### src/rtl/coh3_cache.sv
module coh3_cache #(
  parameter int ADDR_W = 8,
  parameter int DATA_W = 16,
  parameter int IDX_W  = 2
) (
  input  logic              clk,
  input  logic              rst_n,
  input  logic              cpu_req,
  input  logic              cpu_we,
  input  logic [ADDR_W-1:0] cpu_addr,
  input  logic [DATA_W-1:0] cpu_wdata,
  output logic [DATA_W-1:0] cpu_rdata,
  output logic              cpu_done,
  output logic              bus_req,
  input  logic              bus_gnt,
  output logic [1:0]        bus_cmd,
  output logic [ADDR_W-1:0] bus_addr,
  output logic [DATA_W-1:0] bus_wdata,
  input  logic              bus_rvalid,
  input  logic [DATA_W-1:0] bus_rdata,
  input  logic              snp_valid,
  input  logic [1:0]        snp_cmd,
  input  logic [ADDR_W-1:0] snp_addr,
  output logic              snp_supply,
  output logic [DATA_W-1:0] snp_data
);
  localparam int LINES = 1 << IDX_W;
  localparam int TAG_W = ADDR_W - IDX_W;
  localparam logic [1:0] L_INV = 2'd0, L_CLN = 2'd1, L_DRT = 2'd2;
  localparam logic [1:0] C_NONE = 2'd0, C_RM = 2'd1, C_WM = 2'd2, C_WB = 2'd3;

  typedef enum logic [2:0] {S_IDLE, S_WAIT, S_WB, S_MISS, S_UPG} fsm_t;
  fsm_t st;

  logic [1:0]        lst_q [LINES];
  logic [TAG_W-1:0]  tag_q [LINES];
  logic [DATA_W-1:0] dat_q [LINES];
  logic              rq_we, done_q;
  logic [ADDR_W-1:0] rq_addr;
  logic [DATA_W-1:0] rq_wd, rdata_q;

  wire              idle = (st == S_IDLE);
  wire [ADDR_W-1:0] la   = idle ? cpu_addr : rq_addr;
  wire              lwe  = idle ? cpu_we : rq_we;
  wire [DATA_W-1:0] lwd  = idle ? cpu_wdata : rq_wd;
  wire [IDX_W-1:0]  li   = la[IDX_W-1:0];
  wire [TAG_W-1:0]  lt   = la[ADDR_W-1:IDX_W];
  wire              hit  = (lst_q[li] != L_INV) && (tag_q[li] == lt);
  wire              local_ok = hit && (!lwe || lst_q[li] == L_DRT);

  wire [IDX_W-1:0]  si      = snp_addr[IDX_W-1:0];
  wire              snp_act = snp_valid && !bus_gnt && (snp_cmd == C_RM || snp_cmd == C_WM);
  wire              snp_hit = snp_act && (lst_q[si] != L_INV) && (tag_q[si] == snp_addr[ADDR_W-1:IDX_W]);
  wire              cpu_take = idle && cpu_req && !done_q && !snp_act;

  assign snp_supply = snp_hit && (lst_q[si] == L_DRT);
  assign snp_data   = dat_q[si];
  assign bus_req    = !idle;
  assign bus_cmd    = (st == S_WB)   ? C_WB :
                      (st == S_MISS) ? (rq_we ? C_WM : C_RM) :
                      (st == S_UPG)  ? C_WM : C_NONE;
  assign bus_addr   = (st == S_WB) ? {tag_q[li], li} : rq_addr;
  assign bus_wdata  = (st == S_WB) ? dat_q[li] : '0;
  assign cpu_rdata  = rdata_q;
  assign cpu_done   = done_q;

  always_ff @(posedge clk or negedge rst_n) begin
    if (!rst_n) begin
      st      <= S_IDLE;
      done_q  <= 1'b0;
      rdata_q <= '0;
      rq_we   <= 1'b0;
      rq_addr <= '0;
      rq_wd   <= '0;
      for (int i = 0; i < LINES; i++) begin
        lst_q[i] <= L_INV;
        tag_q[i] <= '0;
        dat_q[i] <= '0;
      end
    end else begin
      done_q <= 1'b0;
      if (snp_hit) lst_q[si] <= (snp_cmd == C_RM) ? L_CLN : L_INV;
      case (st)
        S_IDLE: if (cpu_take) begin
          rq_we   <= cpu_we;
          rq_addr <= cpu_addr;
          rq_wd   <= cpu_wdata;
          if (local_ok) begin
            if (cpu_we) dat_q[li] <= cpu_wdata;
            else        rdata_q   <= dat_q[li];
            done_q <= 1'b1;
          end else st <= S_WAIT;
        end
        S_WAIT: if (bus_gnt) begin
          if (local_ok) begin
            if (lwe) dat_q[li] <= lwd;
            else     rdata_q   <= dat_q[li];
            done_q <= 1'b1;
            st     <= S_IDLE;
          end else if (hit)                st <= S_UPG;
          else if (lst_q[li] == L_DRT)     st <= S_WB;
          else                             st <= S_MISS;
        end
        S_WB: begin
          lst_q[li] <= L_INV;
          st        <= S_MISS;
        end
        S_MISS: if (bus_rvalid) begin
          tag_q[li] <= lt;
          if (rq_we) begin
            dat_q[li] <= rq_wd;
            lst_q[li] <= L_DRT;
          end else begin
            dat_q[li] <= bus_rdata;
            rdata_q   <= bus_rdata;
            lst_q[li] <= L_CLN;
          end
          done_q <= 1'b1;
          st     <= S_IDLE;
        end
        S_UPG: begin
          dat_q[li] <= rq_wd;
          lst_q[li] <= L_DRT;
          done_q    <= 1'b1;
          st        <= S_IDLE;
        end
        default: st <= S_IDLE;
      endcase
    end
  end

  AST_DONE_PULSE:     assert property (@(posedge clk) disable iff (!rst_n) cpu_done |=> !cpu_done);
  AST_UPG_DIRTY:      assert property (@(posedge clk) disable iff (!rst_n) (st == S_UPG) |=> lst_q[$past(li)] == L_DRT);
  AST_WB_THEN_MISS:   assert property (@(posedge clk) disable iff (!rst_n) (bus_cmd == C_WB) |=> (bus_cmd == C_RM || bus_cmd == C_WM));
  AST_SUPPLY_CLEARS:  assert property (@(posedge clk) disable iff (!rst_n) snp_supply |=> lst_q[$past(si)] != L_DRT);
  AST_OWNER_SILENT:   assert property (@(posedge clk) disable iff (!rst_n) bus_gnt |-> !snp_supply);
  AST_WAIT_HOLDS_REQ: assert property (@(posedge clk) disable iff (!rst_n) (st == S_WAIT && !bus_gnt) |=> bus_req);
  AST_CMD_GRANTED:    assert property (@(posedge clk) disable iff (!rst_n) (bus_cmd != C_NONE) |-> bus_gnt);
endmodule

### config.mk
export PLATFORM = sky130hd
export DESIGN_NAME = coh3_cache
export DESIGN_NICKNAME = d
export VERILOG_FILES = /design/src/rtl/coh3_cache.sv
export SDC_FILE = /design/constraint.sdc
export NUM_CORES = 1
export LEC_CHECK = 0
export ABC_AREA = 0
export BUFFER_PORTS_ARGS = -buffer_cell sky130_fd_sc_hd__buf_4
export CAP_MARGIN = 20
export CORE_MARGIN = 10
export CORE_UTILIZATION = 45
export CTS_BUF_LIST = sky130_fd_sc_hd__clkbuf_8
export DETAILED_ROUTE_END_ITERATION = 12
export MAX_ROUTING_LAYER = met4
export PLACE_DENSITY = 0.65
export REMOVE_ABC_BUFFERS = 1
export SYNTH_ARGS = -nofsm -noshare
export SYNTH_HDL_FRONTEND = slang
export SYNTH_SLANG_ARGS = --single-unit
### constraint.sdc
create_clock -name clk -period 3.6 [get_ports clk]
set_input_delay 0.18 -clock clk [delete_from_list [all_inputs] [get_ports clk]]
set_output_delay 0.18 -clock clk [all_outputs]
set_load 0.01 [all_outputs]
==> results by group <==
Final layout
  – Fin nets: 1,064
  – # fillers: 1,661
  – Share of cells above drive strength 1: 0.335
  – N_diodes: 0
  – Area added between synthesis and finish: 22.9%

Drt
  – Wire per inst: 20.4 um
  – Residual DRC: 0
  – Vias per std cell: 5.81
  – ANT nets after route: 0
  – Final WL: 25,500 um
  – Drt pass-1 iters: 6
  – Initial DRC count: 686
  – Vias: 7,281

Power and ir drop
  – Combinational share of power: 0.576
  – Design Power: 10,000 uW
  – Cell internal pwr: 5550 uW
  – Switch share: 0.446
  – Clock Power Share: 0.127
  – Net Sw Power: 4480 uW
  – Leakage: 0.00461 uW
  – IR drop worst, VDD: 0.368 mV
  – Cell area power density: 967 mW/mm2
  – Sequential fraction of design power: 0.297

Worst setup path
  – RR Endpoint: cpu_rdata[4]
  – Reg2reg path depth: 9
  – Startpoint class of the critical path: flip-flop
  – Setup CP Type: reg -> reg
  – R2R setup slack: 0.18 ns
  – Slowest stage cell, crit path: or4b_4
  – CP Capture Type: flip-flop
  – WP data arrival: 3.76 ns
  – Worst Path Required: 3.94 ns
  – Worst r2r src: st[2]
  – Worst stage delay on the critical path: 0.63 ns
  – Worst-path maximum fanout: 10
  – Cell Chain, Critical Path: or4b_4 > nand2_2 > mux2_2 > a21oi_1 > a32o_1 > nand4_1 > a2111o_1 > buf_4 > mux2_4
  – Delay-heaviest family, CP: simple AND/OR/NAND/NOR gates
  – Crit path buf inv count: 1

Hold path
  – Hold Crit Endpoint: rq_addr[1]
  – Hold_sp: cpu_addr[1]
  – Worst hold path type: in -> reg
  – Min-Delay Path Depth: 2

Floorplanning
  – Site row count: 50
  – Die area: 0.0247 mm2
  – Die Wd: 157 um
  – Number of I/O pins: 118
  – Starting density of the core: 0.455
  – Chip height: 157 um
  – Core area: 0.0186 mm2

Synthesis
  – Sequential share of the synthesized area: 0.418
  – Synth async-reset ratio: 1.00
  – Cell taking the most area after synthesis: dfrtp_1
  – Syn Inst Count: 856
  – Mean Syn Cell Area: 9.87 um2
  – Synthesized cell area: 0.00845 mm2
  – Area contributors post-synth: dfrtp_1, mux2_2, nand2_1, mux4_2, nor2_1
  – #FFs+latches synth: 141
  – Post-synth top flop: dfrtp_1
  – Synth cell types: 64
  – Total of warnings raised by yosys: 0
  – Share of the synthesized area in the top cell type: 0.418
  – Number of synthesized flops with an enable pin: 0

Clock network
  – Bufs on Longest Clock Path: 2
  – Clk_lat worst skew: 0.46 ns
  – Clock H-tree levels: 4
  – CTS tree: done
  – Clock tree sinks: 141
  – Root buf cell: clkbuf_8
  – Num CTS Buffers: 17
  – Clk slew on worst S/H paths: 0.09 ns

Place
  – Gp weighted congestion: 0.896
  – IO Port Bufs: 117
  – Final HPWL DP: 17,700 um

STA
  – Max Slew Vio Count: 0
  – Minimum clock period: 3.42 ns
  – Hold Violations, Final: 0
  – Rel. slew slack: 0.276
  – Final period util: 0.951
  – Fmax: 292 MHz
  – Clock skew: 0.0183 ns
  – RSZ-0062 raised after global routing: no
  – Actual slew at the worst max-slew pin: 1.08 ns
  – Endpoints failing setup: 0
  – Setup Total Neg Slack: 0 ns

Job
  – Max-Cap Viols: 0

Run status
  – Status: completed

Global route
  – GRT Residual Overflow: 0
  – Initial antenna violation count: 0
  – First-pass GRT wire length: 40,600 um
  – Pin count of the biggest net entering global routing: 79
  – Gr usage total: 0.214
  – Number of global-route vias before repair: 7,288
[timing repair]
item,in CTS,in global routing
endpoints found under the setup margin,0,55
hold buffers,24,0
buffers inserted,0,2
endpoints found under the hold margin,99,0
gates resized for setup,0,1
[cell families (layout without fill, tap and decap cells)]
logic type | Yosys count | count (layout) | share of synthesized area
muxes | 148 | 148 | 0.231
buffers and inverters | 75 | 238 | 0.0398
DFF | 141 | 141 | 0.418
and+or+nand+nor | 308 | 308 | 0.162
xor gates and xnor gates | 13 | 13 | 0.0135
AOI/OAI and AO/OA | 170 | 170 | 0.135
adders and majority gates | 1 | 1 | 0.00148
[layer usage]
metal / share of wire / track usage / wire length (um)
met5: 0 / - / 0
met4: 0.016 / 0.0625 / 414
met3: 0.060 / 0.0374 / 1540
met2: 0.46 / 0.319 / 11900
met1: 0.46 / 0.294 / 11700
[worst max path at each step]
stage                         to   from  slack [ns]  cells past startpoint
CTS                    dat_q[60]  st[2]        0.09                      9
finish              cpu_rdata[4]  st[2]        0.18                      9
detailed placement     dat_q[56]  st[2]        0.12                      9
floorplan                  st[0]  st[0]       -0.66                      5
global route        cpu_rdata[4]  st[2]       0.006                     10
global placement       dat_q[49]  st[2]        0.19                      9
[state kept, by name (all words and copies together), names as in the netlist]
register / cells
rq_we: 1
lst_q: 8
rq_wd: 16
st: 3
cpu_done: 1
cpu_rdata: 16
dat_q: 64
tag_q: 24
rq_addr: 8
[cells in the final DEF, fill, tap and decap left out, types with 4 or more instances in the layout]
cell             n
xnor2_1         11
clkinvlp_4       5
a21oi_1         33
nor3_1           5
nand2_1        149
nand3_1         34
and2_1           5
mux4_2          24
a221oi_1        10
clkinv_2         4
mux2i_1         21
a211oi_1         9
nand4_1          4
o31ai_1          4
o211ai_1        10
o21ai_0         47
inv_1           17
o22ai_1          9
buf_4          163
nor2_1          76
mux2_4          10
dlygate4sd3_1   24
mux2_2          93
dfrtp_1        141
clkbuf_8        17
a22oi_1         18
a31oi_1          7
[power by group through the flow]
stage	registers, uW	clock network, uW	logic (uW)
after global routing	3080	1370	6330
after global placement	2970	0	5630
after detailed placement	2980	0	5720
after floorplan	2870	0	3610
after CTS	2960	1300	5760
final	2980	1280	5780
[final cells by class]
cell class / count / area, um2 / share of cell area
multi-input cells: 640 / 4600 / 0.443
inverters: 16 / 60.1 / 0.00579
clock buffers: 17 / 234 / 0.0225
flip-flops and latches: 141 / 3530 / 0.340
clock inverters: 15 / 148 / 0.0142
repair buffers: 190 / 1520 / 0.146
well taps: 234 / 293 / 0.0282
[worst register-to-register path: stages (launching register included)]
cell and delay [ns]:
dfrtp_1 0.49, or4b_4 0.63, nand2_2 0.19, mux2_2 0.37, a21oi_1 0.14, a32o_1 0.25, nand4_1 0.20, a2111o_1 0.49
buf_4 0.23, mux2_4 0.33
[synthesized netlist by cell type, types with 16 or more instances]
master and n:
mux2i_1 21, mux2_2 93, mux4_2 24, dfrtp_1 141, o21ai_0 47, clkbuf_1 42
a22oi_1 18, a21oi_1 33, nand3_1 34, nor2_1 77, nand2_1 149, inv_1 16
[per-stage QoR]
| stage | hold slack [ns] | setup WS (ns) | utilization | std cells | instance area, um2 |
|---|---|---|---|---|---|
| CTS | 0.0214 | 0.0927 | 0.558 | 1251 | 10400 |
| finish | 0.0408 | 0.178 | 0.559 | 1253 | 10400 |
| detailed placement | 0.272 | 0.121 | 0.524 | 1195 | 9740 |
| global placement | 0.269 | 0.191 | 0.524 | 1195 | 9740 |
| global route | 0.0321 | 0.00601 | 0.559 | 1253 | 10400 |
| floorplan | -0.116 | -0.656 | - | 797 | 8170 |
No activity file was read; power rests on OpenSTA's default activity.
